<file path="config.mk">
export PLATFORM = sky130hd
export DESIGN_NAME = srUnit
export DESIGN_NICKNAME = d
export VERILOG_FILES = /design/src/rtl/srPkg.sv /design/src/rtl/srControl.sv /design/src/rtl/srDatapath.sv /design/src/rtl/srUnit.sv
export SDC_FILE = /design/constraint.sdc
export NUM_CORES = 1
export LEC_CHECK = 0
export BUFFER_PORTS_ARGS = -buffer_cell sky130_fd_sc_hd__buf_2
export CAP_MARGIN = 20
export CORE_MARGIN = 5
export CORE_UTILIZATION = 40
export DETAILED_ROUTE_END_ITERATION = 16
export PLACE_DENSITY_LB_ADDON = 0.3
export SLEW_MARGIN = 20
export SYNTH_ARGS = -nofsm -noshare
export SYNTH_HDL_FRONTEND = slang
export SYNTH_SLANG_ARGS = --single-unit
export TNS_END_PERCENT = 30
</file>
<file path="constraint.sdc">
create_clock -name clk -period 5.6 [get_ports clk]
set_clock_uncertainty 0.2 [all_clocks]
set_input_delay 0.56 -clock clk [delete_from_list [all_inputs] [get_ports clk]]
set_output_delay 0.56 -clock clk [all_outputs]
set_load 0.03 [all_outputs]
</file>
<file path="src/rtl/srPkg.sv">
package srPkg;

  typedef enum logic [2:0] {
    OP_SHL = 3'd0,
    OP_SHR = 3'd1,
    OP_SAR = 3'd2,
    OP_ROL = 3'd3,
    OP_ROR = 3'd4,
    OP_RCL = 3'd5,
    OP_RCR = 3'd6,
    OP_RSV = 3'd7
  } srOp_e;

  typedef struct packed {
    logic load;     // capture operand and operation
    logic step;     // advance one bit position
    logic finish;   // register result and flags
    logic zeroCnt;  // pass operand through, no flags
    logic oneCnt;   // effective count equals one
  } srStrobe_t;

  localparam int MASK_CF = 4;
  localparam int MASK_OF = 3;
  localparam int MASK_SF = 2;
  localparam int MASK_ZF = 1;
  localparam int MASK_PF = 0;

endpackage

</file>
<file path="src/rtl/srControl.sv">
module srControl
  import srPkg::*;
#(
  parameter int CNT_W = 8
) (
  input  logic             clk,
  input  logic             rstN,
  input  logic             start,
  input  logic [2:0]       opSel,
  input  logic             countSel,
  input  logic [CNT_W-1:0] countVal,
  output srStrobe_t        strb,
  output logic             busy,
  output logic             done
);

  localparam logic [CNT_W-1:0] CNT_ONE = CNT_W'(1);

  logic             running;
  logic [CNT_W-1:0] remaining;
  logic [CNT_W-1:0] effCnt;
  logic             accept;
  logic             zeroCase;

  always_comb begin
    effCnt   = countSel ? countVal : CNT_ONE;
    accept   = start && !running;
    zeroCase = (effCnt == '0) || (srOp_e'(opSel) == OP_RSV);
    strb.load    = accept;
    strb.zeroCnt = accept && zeroCase;
    strb.oneCnt  = (effCnt == CNT_ONE);
    strb.step    = running;
    strb.finish  = (accept && zeroCase) || (running && remaining == CNT_ONE);
  end

  always_ff @(posedge clk) begin
    if (!rstN) begin
      running   <= 1'b0;
      remaining <= '0;
      done      <= 1'b0;
    end else begin
      done <= strb.finish;
      if (accept && !zeroCase) begin
        running   <= 1'b1;
        remaining <= effCnt;
      end else if (running) begin
        remaining <= remaining - CNT_ONE;
        if (remaining == CNT_ONE) running <= 1'b0;
      end
    end
  end

  assign busy = running;

endmodule

</file>
<file path="src/rtl/srDatapath.sv">
module srDatapath
  import srPkg::*;
#(
  parameter int DATA_W = 16
) (
  input  logic              clk,
  input  logic              rstN,
  input  srStrobe_t         strb,
  input  logic [2:0]        opSel,
  input  logic              wideSel,
  input  logic [DATA_W-1:0] operand,
  input  logic              carryIn,
  output logic [DATA_W-1:0] result,
  output logic              flagCf,
  output logic              flagOf,
  output logic              flagSf,
  output logic              flagZf,
  output logic              flagPf,
  output logic [4:0]        flagMask
);

  localparam int HALF_W = DATA_W / 2;
  localparam int IDX_W  = $clog2(DATA_W);
  localparam int PAR_W  = 8;
  localparam logic [IDX_W-1:0] WIDE_MSB   = IDX_W'(DATA_W - 1);
  localparam logic [IDX_W-1:0] NARROW_MSB = IDX_W'(HALF_W - 1);

  // lane masks built per bit
  logic [DATA_W-1:0] wideLane;
  logic [DATA_W-1:0] narrowLane;
  for (genvar b = 0; b < DATA_W; b++) begin : gLane
    assign wideLane[b]   = 1'b1;
    assign narrowLane[b] = (b < HALF_W);
  end

  srOp_e             opReg;
  logic              wideReg;
  logic              oneReg;
  logic [DATA_W-1:0] acc;
  logic              cfReg;

  logic [DATA_W-1:0] laneMask;
  logic [DATA_W-1:0] inMask;
  logic [IDX_W-1:0]  msbIdx;
  logic [IDX_W-1:0]  belowIdx;
  logic [DATA_W-1:0] topBit;
  logic [DATA_W-1:0] nxtAcc;
  logic              nxtCf;
  logic              accMsb;
  logic              isShift;
  logic              ofVal;

  always_comb begin
    laneMask = wideReg ? wideLane : narrowLane;
    inMask   = wideSel ? wideLane : narrowLane;
    msbIdx   = wideReg ? WIDE_MSB : NARROW_MSB;
    belowIdx = msbIdx - IDX_W'(1);
    topBit   = '0;
    topBit[msbIdx] = 1'b1;
    accMsb   = acc[msbIdx];
    nxtAcc   = acc;
    nxtCf    = cfReg;
    unique case (opReg)
      OP_SHL: begin
        nxtCf  = accMsb;
        nxtAcc = (acc << 1) & laneMask;
      end
      OP_SHR: begin
        nxtCf  = acc[0];
        nxtAcc = acc >> 1;
      end
      OP_SAR: begin
        nxtCf  = acc[0];
        nxtAcc = (acc >> 1) | (accMsb ? topBit : '0);
      end
      OP_ROL: begin
        nxtCf  = accMsb;
        nxtAcc = ((acc << 1) | DATA_W'(accMsb)) & laneMask;
      end
      OP_ROR: begin
        nxtCf  = acc[0];
        nxtAcc = (acc >> 1) | (acc[0] ? topBit : '0);
      end
      OP_RCL: begin
        nxtCf  = accMsb;
        nxtAcc = ((acc << 1) | DATA_W'(cfReg)) & laneMask;
      end
      OP_RCR: begin
        nxtCf  = acc[0];
        nxtAcc = (acc >> 1) | (cfReg ? topBit : '0);
      end
      default: begin
        nxtCf  = cfReg;
        nxtAcc = acc;
      end
    endcase

    isShift = (opReg == OP_SHL) || (opReg == OP_SHR) || (opReg == OP_SAR);
    unique case (opReg)
      OP_SHL, OP_ROL, OP_RCL: ofVal = nxtAcc[msbIdx] ^ nxtCf;
      OP_SHR:                 ofVal = accMsb;
      OP_ROR, OP_RCR:         ofVal = nxtAcc[msbIdx] ^ nxtAcc[belowIdx];
      default:                ofVal = 1'b0;
    endcase
  end

  always_ff @(posedge clk) begin
    if (!rstN) begin
      opReg    <= OP_RSV;
      wideReg  <= 1'b0;
      oneReg   <= 1'b0;
      acc      <= '0;
      cfReg    <= 1'b0;
      result   <= '0;
      flagCf   <= 1'b0;
      flagOf   <= 1'b0;
      flagSf   <= 1'b0;
      flagZf   <= 1'b0;
      flagPf   <= 1'b0;
      flagMask <= '0;
    end else begin
      if (strb.load) begin
        opReg   <= srOp_e'(opSel);
        wideReg <= wideSel;
        oneReg  <= strb.oneCnt;
        acc     <= operand & inMask;
        cfReg   <= carryIn;
      end else if (strb.step) begin
        acc   <= nxtAcc;
        cfReg <= nxtCf;
      end

      if (strb.finish) begin
        if (strb.zeroCnt) begin
          result   <= operand & inMask;
          flagCf   <= 1'b0;
          flagOf   <= 1'b0;
          flagSf   <= 1'b0;
          flagZf   <= 1'b0;
          flagPf   <= 1'b0;
          flagMask <= '0;
        end else begin
          result   <= nxtAcc;
          flagCf   <= nxtCf;
          flagOf   <= oneReg & ofVal;
          flagSf   <= isShift & nxtAcc[msbIdx];
          flagZf   <= isShift & (nxtAcc == '0);
          flagPf   <= isShift & ~(^nxtAcc[PAR_W-1:0]);
          flagMask[MASK_CF] <= 1'b1;
          flagMask[MASK_OF] <= oneReg;
          flagMask[MASK_SF] <= isShift;
          flagMask[MASK_ZF] <= isShift;
          flagMask[MASK_PF] <= isShift;
        end
      end
    end
  end

endmodule

</file>
<file path="src/rtl/srUnit.sv">
module srUnit
  import srPkg::*;
#(
  parameter int DATA_W = 16,
  parameter int CNT_W  = 8
) (
  input  logic              clk,
  input  logic              rstN,
  input  logic              start,
  input  logic [2:0]        opSel,
  input  logic              wideSel,
  input  logic [DATA_W-1:0] operand,
  input  logic              countSel,
  input  logic [CNT_W-1:0]  countVal,
  input  logic              carryIn,
  output logic              busy,
  output logic              done,
  output logic [DATA_W-1:0] result,
  output logic              flagCf,
  output logic              flagOf,
  output logic              flagSf,
  output logic              flagZf,
  output logic              flagPf,
  output logic [4:0]        flagMask
);

  srStrobe_t strb;

  srControl #(.CNT_W(CNT_W)) uCtrl (
    .clk      (clk),
    .rstN     (rstN),
    .start    (start),
    .opSel    (opSel),
    .countSel (countSel),
    .countVal (countVal),
    .strb     (strb),
    .busy     (busy),
    .done     (done)
  );

  srDatapath #(.DATA_W(DATA_W)) uData (
    .clk      (clk),
    .rstN     (rstN),
    .strb     (strb),
    .opSel    (opSel),
    .wideSel  (wideSel),
    .operand  (operand),
    .carryIn  (carryIn),
    .result   (result),
    .flagCf   (flagCf),
    .flagOf   (flagOf),
    .flagSf   (flagSf),
    .flagZf   (flagZf),
    .flagPf   (flagPf),
    .flagMask (flagMask)
  );

endmodule

</file>
==> summary.md, run 1 <==
| Metric | Value |
|---|---|
| Outcome | finished, final reports clean |
| Critical path cell sequence | or2_2 > nor2_1 > o32ai_1 > nor2_1 > ha_1 > xor2_1 > xnor2_1 > nand3_1 > a21oi_1 |
| Post-synth EDFFs | 0 |
| Minimum clock period | about 3.2 ns |
| Most frequent CP cell | nor2_1 |
| Lkg Pwr | 1.613 nW |
| Clk pwr share | a little over a fifth |
| CTS Buffer Depth | 2 |
| CTS tree | done |
| Critical Setup Path Class | flop to flop |
| Slowest stage cell, crit path | dfxtp_2 |
| Clock transition at path regs | 0.10 ns |
| Die Area | 11200 um2 |
| Area Growth Syn to Fin | 9.472% |
| CTS Root Cell | clkbuf_8 |
| Share of cells above drive strength 1 | between 15 and 20% |
| Main flop type after synthesis | dfxtp_1 |
| Clk sinks | 56 |
| H-tree depth | 2 |
| Relative slew slack | between 30% and 40% |
| All-Layer GR Usage | 18.17% |
| Seq/Total Area, Yosys | between 30% and 40% |
| Num ports | 61 |
| Post-synthesis compound-gate area fraction | 27.56% |
| Part of the cycle the worst path needs | 56.73% |
| Proportion of synthesized area in mux cells | under 10% |
| P_sw | 0.3551 mW |
| Maximum clock frequency | 0.3148 GHz |
| Mean Syn Cell Area | about 7.7 um2 |
| Post-synth net total | a little over 500 |
| Share of total power in sequential cells | 47.4% |
| Worst Max-Slew Pin Slew | 0.9733 ns |
| Largest family of logic cells by synthesized area | compound AO/OA/AOI/OAI gates |
| Core area | between 9000 and 10000 um2 |
| Worst path bufs/invs | 0 |
| Post CTS Setup Buffer Count | 0 |
| Post-route cell area | 4020 um2 |
| Vias in the first global route | 3336 |
| Largest delay share family, worst path | flip-flops |
| Post-CTS Resized | 0 |
| Synth Area in Adders | 2.317% |
| Max incr delay on CP | 0.97 ns |
| Max_cap viols | 0 |
| Worst-Skew Late Latency | roughly 0.3 ns |
| Diode count | 0 |
| Gpl congestion | 0.8219 |
| Drt drc | 0 |
| Vias per cell | 5.821 |
| Largest net degree at the start of global routing | 52 |
| First-pass GRT wire length | 16910 um |
| Worst IR Drop VDD | 0.1465 mV |
| Layout Nets | 541 |
| Fin. max-slew vios | 0 |
| Post-Syn Area | between 3000 and 4000 um2 |
| Hold Slack | about 0.26 ns |
| Post-CTS Hold Buffers | 0 |
| Crit path max fanout | 51 |
| Pre-antenna DRT Iters | 5 |
| Power density cells | between 200 and 250 nW/um2 |
| Mapped Cells | 474 |
| Post-synthesis xor/xnor area fraction | 2.385% |
| Synth unique cells | 63 |
| Final wirelength | between 10000 and 15000 um |
| Post-Synth Simple-Gate Area | 23.82% |
| Initial antenna violation count | 0 |
| Rows | 35 |
| DP HPWL | 7370 um |
| Die Width | 105.8 um |
| ANT nets after route | 0 |
| Setup-failing EPs final | 0 |
| Hold Fails Final Rpt | 0 |
| Post-synth ARST share | 0% |
| Crit end category | flop |
| Startpoint types | flop |
| Vias | roughly 3600 |
| Post-DP Area | 3939 um2 |
| Most frequent cells in the layout | buf_2 (60), dfxtp_1 (55), nor2_1 (54) |
| FILL cells | 931 |
| Synth warnings | 0 |
| Drt initial violations | 316 |
| Switching share of total power | between 30% and 40% |
| GRT Residual Overflow | 0 |
| Reg2reg setup slack | 2.42 ns |
| I/O Buffers | 60 |
| CP required | around 5.6 ns |
| Fin Setup TNS | 0 ns |
| Logic pwr share | 31.2% |
| Most common cell after layout, fill and taps aside | buf_2 |
| Starting Density | 40.32% |
| TritonCTS buffer count | 5 |
| Arrival @ worst endpoint | 3.21 ns |
| Pint | 0.6366 mW |
| Hold Crit Class | flop to flop |
| Unrepaired setup endpoints after global routing | false |
| #FFs+latches synth | 56 |
| DIE HEIGHT | 105.8 um |
| Avg WL per Cell | 16.61 um |
## synth_stat cells, types with 2 or more instances
library cell	count	area share (%)
o211ai_1	6	1.2
buf_6	2	0.61
buf_4	5	1.0
and2_1	2	0.34
or3_1	4	0.68
buf_1	3	0.31
or2_2	2	0.34
a32oi_1	5	1.2
a221oi_1	3	0.72
and3_1	3	0.51
a221oi_2	4	1.6
nor2_2	2	0.34
a211oi_1	23	4.7
xor2_1	5	1.2
inv_1	11	1.1
nand4_1	4	0.68
nand2b_1	7	1.2
ha_1	6	2.0
a22oi_1	2	0.41
a31oi_1	5	0.85
mux2_2	2	0.61
nor2b_1	17	2.9
a311oi_1	10	2.4
nor2_1	54	5.5
xnor2_1	5	1.2
o21ai_1	2	0.27
a211o_1	4	0.95
a21oi_1	34	4.6
o21ai_0	17	2.3
nor3_1	14	1.9
nor4_1	2	0.34
buf_2	7	0.95
dfxtp_1	56	31
nand2_1	40	4.1
o32ai_1	2	0.48
mux2i_1	22	6.0
a22o_1	3	0.72
clkbuf_1	26	2.7
o211a_1	5	1.4
nand3_1	25	3.4
## cells by family (layout without fill, tap and decap cells)
family / after synthesis / after routing
AOI/OAI and AO/OA: 139 / 139
xor gates and xnor gates: 10 / 10
adders and majority gates: 7 / 7
buffers and inverters: 55 / 83
DFF: 56 / 56
muxes: 24 / 24
and+or+nand+nor: 183 / 183
## worst min-delay path, cell delays in order (launching register included)
cell and delay (ns):
dfxtp_1 0.32, nand2_1 0.05, a21oi_1 0.05
## through the flow
step / instances / setup slack, ns / util, % / total power, mW
global placement: 606 / 2.273 / 43.24 / 0.7817
global route: 613 / 2.181 / 44.13 / 1.061
detailed placement: 606 / 2.153 / 43.24 / 0.7850
CTS: 613 / 2.460 / 44.13 / 0.9962
finish: 613 / 2.423 / 44.13 / 0.9917
floorplan: 474 / 3.084 / - / 0.7078
## flip-flops by register name (all words and copies together), names as in the netlist, 3 cells and up
signal,flops
uData.acc,16
uData.result,16
uData.flagMask,3
uCtrl.remaining,8
uData.opReg,3
## power by group through the flow
stage / combinational, mW / clock (mW) / sequential [mW]
floorplan: 0.238 / 0 / 0.470
global placement: 0.305 / 0 / 0.477
detailed placement: 0.307 / 0 / 0.478
CTS: 0.309 / 0.219 / 0.469
global route: 0.346 / 0.239 / 0.475
finish: 0.310 / 0.212 / 0.470
## routing by layer
metal | GRT usage [%] | wire length (um)
met5 | 0 | 0
met4 | 3.330 | 98
met3 | 2.388 | 428
met2 | 30.10 | 4846
met1 | 25.45 | 4807
## worst paths after layout
| check | start | end | cells after the start |
|---|---|---|---|
| max reg2reg | uData.opReg[1] | uData.flagPf | 9 |
| max | uData.opReg[1] | uData.flagPf | 9 |
| min reg2reg | uData.result[8] | uData.result[8] | 2 |
| min | uData.result[8] | uData.result[8] | 2 |
## cell type report
cell class                 count  area (um2)  area share (%)
inverter                      12       45.04           1.120
sequential                    56        1122           27.92
multi-input combinational    363        2302           57.27
tap                          111       138.9           3.455
timing repair buffer          64       330.3           8.217
clock inverter                 2       12.51          0.3112
clock buffer                   5       68.82           1.712
Power figures use the tool's default switching activity.
==> run 2, diff against run 1 <==
==> constraint.sdc (replaced) <==
create_clock -name clk -period 2.9 [get_ports clk]
set_clock_uncertainty 0.2 [all_clocks]
set_input_delay 0.29 -clock clk [delete_from_list [all_inputs] [get_ports clk]]
set_output_delay 0.29 -clock clk [all_outputs]
set_load 0.03 [all_outputs]
==> summary.md, run 2 (synthesized netlist as in run 1, its figures left out) <==
| Metric | Value |
|---|---|
| Worst Max-Slew Pin Slew | 0.6688 ns (-0.3045 ns) |
| GR Util met3 | 2.633% (+0.24 points) |
| Area Growth Syn to Fin | 14.62% |
| Arrival @ worst endpoint | 2.70 ns (-0.51 ns) |
| CP required | 2.96 ns (-2.67 ns) |
| Place WS | 0.3131 ns (-1.839 ns) |
| Post-CTS Hold Buffers | 0 (unchanged) |
| Final WS setup | 0.2520 ns (-2.171 ns) |
| I/O Buffers | 60 (unchanged) |
| Die Area | 11200 um2 (unchanged) |
| Maximum clock frequency | 0.3776 GHz (+20%) |
| Max incr delay on CP | 0.51 ns (-0.46 ns) |
| Vias | 3726 (+4.4%) |
| Hold Fails Final Rpt | 0 (unchanged) |
| Rows | 35 (unchanged) |
| CTS Root Cell | clkbuf_8 |
| GRT Residual Overflow | 0 (unchanged) |
| CTS Buffer Depth | 2 (unchanged) |
| Share of cells above drive strength 1 | 20.31% (+3.2 points) |
| All-Layer GR Usage | 19.08% (+0.91 points) |
| Final wirelength | 10850 um (+6.6%) |
| First-pass GRT wire length | 17710 um (+4.7%) |
| Clk sinks | 56 (unchanged) |
| Drt drc | 0 (unchanged) |
| DP HPWL | 7973 um (+8.2%) |
| Vias per cell | 5.886 (+1.1%) |
| Crit path max fanout | 18 (-65%) |
| Starting Density | 40.32% (unchanged) |
| Unrepaired setup endpoints after global routing | false |
| Post CTS Setup Buffer Count | 0 (unchanged) |
| Outcome | finished, final reports clean |
| Crit end category | flop |
| Setup-failing EPs final | 0 (unchanged) |
| Leading registers by flop count | uData.acc x16, uData.result x16, uCtrl.remaining x8 |
| DIE HEIGHT | 105.8 um (unchanged) |
| Overall power | 2.100 mW (+110%) |
| Most common cell after layout, fill and taps aside | buf_2 |
| Diode count | 0 (unchanged) |
| Core area | 9109 um2 (unchanged) |
| Layout Nets | 560 (+3.5%) |
| Startpoint types | flop |
| Fin. max-slew vios | 0 (unchanged) |
| Post-CTS Resized | 0 (unchanged) |
| Max_cap viols | 0 (unchanged) |
| Clock transition at path regs | 0.11 ns (about the same) |
| Critical Setup Path Class | flop to flop |
| Global Route met1 Usage | 26.88% (+1.4 points) |
| H-tree depth | 2 (unchanged) |
| Post-DP Area | 4094 um2 (+3.9%) |
| Vias in the first global route | 3508 (+5.2%) |
| Minimum clock period | 2.648 ns (-0.5287 ns) |
| Drt initial violations | 322 (+1.9%) |
| Power density cells | 498.8 nW/um2 (+100%) |
| Worst IR Drop VDD | 0.2685 mV (+83%) |
| Largest delay share family, worst path | simple AND/OR/NAND/NOR gates |
| Met2 usage | 30.33% (+0.23 points) |
| Post-route cell area | 4209 um2 (+4.7%) |
| Most frequent CP cell | mux2i_1 |
| Critical path depth | 10 (+1) |
| Die Width | 105.8 um (unchanged) |
| Hold Crit Class | input pin to flop |
| Avg WL per Cell | 17.14 um (+3.2%) |
| Largest net degree at the start of global routing | 36 (-31%) |
| Gpl congestion | 0.8823 (+7.3%) |
| Fin Setup TNS | 0 ns (unchanged) |
| ANT nets after route | 0 (unchanged) |
| GRT busiest layer | met2 |
| Worst path bufs/invs | 1 (+1) |
| Pre-antenna DRT Iters | 6 (+1) |
| Critical path cell sequence | buf_4 > mux2i_1 > mux2i_1 > a21oi_1 > ha_1 > and3_1 > nand4_1 > nor4_1 > nand2_1 > o21ai_1 |
| FF-to-FF path depth | 10 (+1) |
| Part of the cycle the worst path needs | 91.31% (+35 points) |
| Initial antenna violation count | 0 (unchanged) |
| TritonCTS buffer count | 5 (unchanged) |
| Relative slew slack | 55.37% (+20 points) |
| Slowest stage cell, crit path | dfxtp_2 |
| Lkg Pwr | 1.725 nW (+6.9%) |
| Hold path cells | 3 (+1) |
| CTS tree | done |
| Num ports | 61 (unchanged) |
| Most frequent cells in the layout | buf_2 (60), dfxtp_1 (55), nor2_1 (54) |
| Worst-Skew Late Latency | 0.32 ns (+0.02 ns) |
run 2: stage by stage:
stage / instances / hold WS, ns / util (%)
3_3_place_gp: 625 / 0.2454 / 44.95
6_report: 633 / 0.01100 / 46.21
5_1_grt: 633 / 0.009597 / 46.21
4_1_cts: 633 / 0.01249 / 46.21
2_1_floorplan: 474 / 0.2142 / -
3_5_place_dp: 625 / 0.2467 / 44.95
run 2: worst paths after layout:
path / start / to / slack (ns)
max: uData.opReg[1] / uData.flagZf / 0.25
min: opSel[0] / uData.opReg[0] / 0.01
max reg2reg: uData.opReg[1] / uData.flagZf / 0.25
min reg2reg: uData.result[8] / uData.result[8] / 0.27
run 2: worst register-to-register path: cells and delay by family, from the launching register on:
kind / cells / cell delay (ns)
simple gates: 4 / 0.56
flops: 1 / 0.51
compound gates: 2 / 0.44
buf+inv: 1 / 0.32
mux: 2 / 0.31
fa+ha+maj: 1 / 0.23
run 2: metal layers:
layer	share of wire [%]	vias up
met5	0	-
met1	47	1755
li1	-	1825
met2	46	128
met3	5.6	18
met4	1.8	0
run 2: final cells by class:
class                   count  area (um2)
fillers                   937        4900
multi-input cells         363        2302
flip-flops and latches     56        1122
repair buffers             83       485.5
well taps                 111       138.9
clock buffers               5       68.82
clock inverters             3       46.29
inverters                  12       45.04
run 2: report_power, final:
part           leakage, nW  internal, mW  switching [mW]
Combinational         1.21         0.269           0.382
Sequential           0.458         0.824          0.0731
Clock               0.0548         0.261           0.290
Total                 1.73          1.35           0.745
==> run 3, diff against run 2 <==
--- a/config.mk
+++ b/config.mk
@@ -9,6 +9,7 @@
 export CAP_MARGIN = 20
 export CORE_MARGIN = 5
 export CORE_UTILIZATION = 40
+export CTS_BUF_LIST = sky130_fd_sc_hd__clkbuf_4
 export DETAILED_ROUTE_END_ITERATION = 16
 export PLACE_DENSITY_LB_ADDON = 0.3
 export SLEW_MARGIN = 20
==> constraint.sdc (replaced) <==
create_clock -name clk -period 2.9 [get_ports clk]
set_clock_uncertainty 0.2 [all_clocks]
set_input_delay 0.58 -clock clk [delete_from_list [all_inputs] [get_ports clk]]
set_output_delay 0.58 -clock clk [all_outputs]
set_load 0.03 [all_outputs]
==> summary.md, run 3 (synthesized netlist as in run 1, its figures left out) <==
| Metric | Value |
|---|---|
| Die Area | 11200 um2 (unchanged) |
| ANT nets after route | 0 (unchanged) |
| Drt initial violations | 286 (-11%) |
| Max_cap viols | 0 (unchanged) |
| CTS tree | done |
| Relative slew slack | 46.86% (-8.5 points) |
| Layout Nets | 562 (+0.36%) |
| Worst Max-Slew Pin Slew | 0.7942 ns (+0.1254 ns) |
| Lkg Pwr | 1.722 nW (-0.18%) |
| Hold Fails Final Rpt | 0 (unchanged) |
| Most frequent CP cell | mux2i_1 |
| Crit path max fanout | 21 (+3) |
| Worst-Skew Late Latency | 0.39 ns (+0.07 ns) |
| Power density cells | 481.0 nW/um2 (-3.6%) |
| Post CTS Setup Buffer Count | 0 (unchanged) |
| Area Growth Syn to Fin | 14.17% |
| Post-CTS Resized | 0 (unchanged) |
| H-tree depth | 2 (unchanged) |
| Final Non-Filler Cells | 635 (+0.32%) |
| Max incr delay on CP | 0.52 ns (about the same) |
| Critical Setup Path Class | flop to flop |
| Minimum clock period | 2.567 ns (-0.08120 ns) |
| Arrival @ worst endpoint | 2.69 ns (about the same) |
| All-Layer GR Usage | 19.47% (+0.39 points) |
| Post-CTS Hold Buffers | 0 (unchanged) |
| P_sw | 0.7372 mW (-1.1%) |
| Setup-failing EPs final | 0 (unchanged) |
| Rows | 35 (unchanged) |
| Inst Count DP | 627 (+0.32%) |
| Startpoint types | flop |
| Gpl congestion | 0.9268 (+5.0%) |
| Pint | 1.280 mW (-5.5%) |
| GRT Residual Overflow | 0 (unchanged) |
| Leading registers by flop count | uData.acc x16, uData.result x16, uCtrl.remaining x8 |
| Place WS | 0.3084 ns (-0.004719 ns) |
| Hold Crit Class | input pin to flop |
| Core area | 9109 um2 (unchanged) |
| Post-route cell area | 4193 um2 (-0.39%) |
| Vias in the first global route | 3517 (+0.26%) |
| Critical path cell sequence | buf_12 > mux2i_1 > mux2i_1 > a21oi_1 > ha_1 > and3_1 > nand4_1 > nor4_1 > nand2_1 > o21ai_1 |
| Most common cell after layout, fill and taps aside | buf_2 |
| Num ports | 61 (unchanged) |
| Starting Density | 40.32% (unchanged) |
| TritonCTS buffer count | 5 (unchanged) |
| Logic pwr share | 32.6% (+1.6 points) |
| Die Width | 105.8 um (unchanged) |
| Clk pwr share | 23.0% (-3.2 points) |
| Crit end category | flop |
| Switching share of total power | 36.55% (+1.1 points) |
| FILL cells | 934 (-0.32%) |
| CTS Buffer Depth | 2 (unchanged) |
| Pre-antenna DRT Iters | 4 (-2) |
| Diode count | 0 (unchanged) |
| Largest net degree at the start of global routing | 33 (-8.3%) |
| Final WS setup | 0.3332 ns (+0.08120 ns) |
| Slowest stage cell, crit path | dfxtp_2 |
| Clock transition at path regs | 0.18 ns (+0.07 ns) |
| Maximum clock frequency | 0.3896 GHz (+3.2%) |
| DIE HEIGHT | 105.8 um (unchanged) |
| Vias per cell | 5.954 (+1.2%) |
| Hold Slack | 0.2257 ns (+0.2147 ns) |
| CTS Root Cell | clkbuf_4 |
| Outcome | finished, final reports clean |
| Vias | 3781 (+1.5%) |
| I/O Buffers | 60 (unchanged) |
| Initial antenna violation count | 0 (unchanged) |
| Fin Setup TNS | 0 ns (unchanged) |
| Worst IR Drop VDD | 0.3010 mV (+12%) |
| CP required | 3.03 ns (+0.07 ns) |
| Final wirelength | 10980 um (+1.2%) |
| Post-DP Area | 4109 um2 (+0.37%) |
| Most frequent cells in the layout | buf_2 (60), dfxtp_1 (55), nor2_1 (54) |
| Clk sinks | 56 (unchanged) |
| Drt drc | 0 (unchanged) |
| Share of total power in sequential cells | 44.4% (+1.7 points) |
| First-pass GRT wire length | 18050 um (+1.9%) |
| Avg WL per Cell | 17.29 um (+0.87%) |
| DP HPWL | 8177 um (+2.6%) |
| Fin. max-slew vios | 0 (unchanged) |
| Share of cells above drive strength 1 | 20.61% (+0.30 points) |
| Unrepaired setup endpoints after global routing | false |
| Part of the cycle the worst path needs | 88.51% (-2.8 points) |
==> run 3: power by group through the flow <==
stage | clock, mW | combinational (mW) | sequential (mW)
after detailed placement | 0 | 0.650 | 0.910
final | 0.464 | 0.657 | 0.895
after floorplan | 0 | 0.459 | 0.907
after CTS | 0.475 | 0.653 | 0.893
after global routing | 0.505 | 0.725 | 0.904
after global placement | 0 | 0.640 | 0.909
==> run 3: worst paths after layout <==
kind	cells after the start	slack, ns	end	start
worst min register to register	2	0.27	uData.result[8]	uData.result[8]
worst max-delay path	10	0.33	uData.flagZf	uData.opReg[1]
worst max register to register	10	0.33	uData.flagZf	uData.opReg[1]
worst min-delay path	3	0.23	uCtrl.remaining[5]	countVal[5]
==> run 3: layout make-up <==
class	count	area [um2]	share of cell area (%)
clock inverter	3	46.29	1.104
tap	111	138.9	3.312
inverter	12	45.04	1.074
clock buffer	5	37.54	0.8953
sequential	56	1122	26.77
timing repair buffer	85	500.5	11.94
multi-input combinational	363	2302	54.91
==> run 3: critical path: cells and delay by family, from the launching register on <==
family / cells / cell delay, ns
mux: 2 / 0.28
buf+inv: 1 / 0.21
compound gates: 2 / 0.51
fa+ha+maj: 1 / 0.23
flops: 1 / 0.52
simple gates: 4 / 0.55
==> run 3: routing by layer <==
metal	global-route usage [%]	vias up	routed length, um
li1	-	1840	-
met1	27.71	1818	5239
met2	30.78	109	5066
met3	2.878	14	519
met4	4.995	0	155
met5	0	-	0
==> run 3: per-stage QoR <==
stage,utilization (%),power (mW)
finish,46.03,2.017
global route,46.03,2.134
CTS,46.03,2.021
detailed placement,45.11,1.560
global placement,45.11,1.549
floorplan,-,1.367
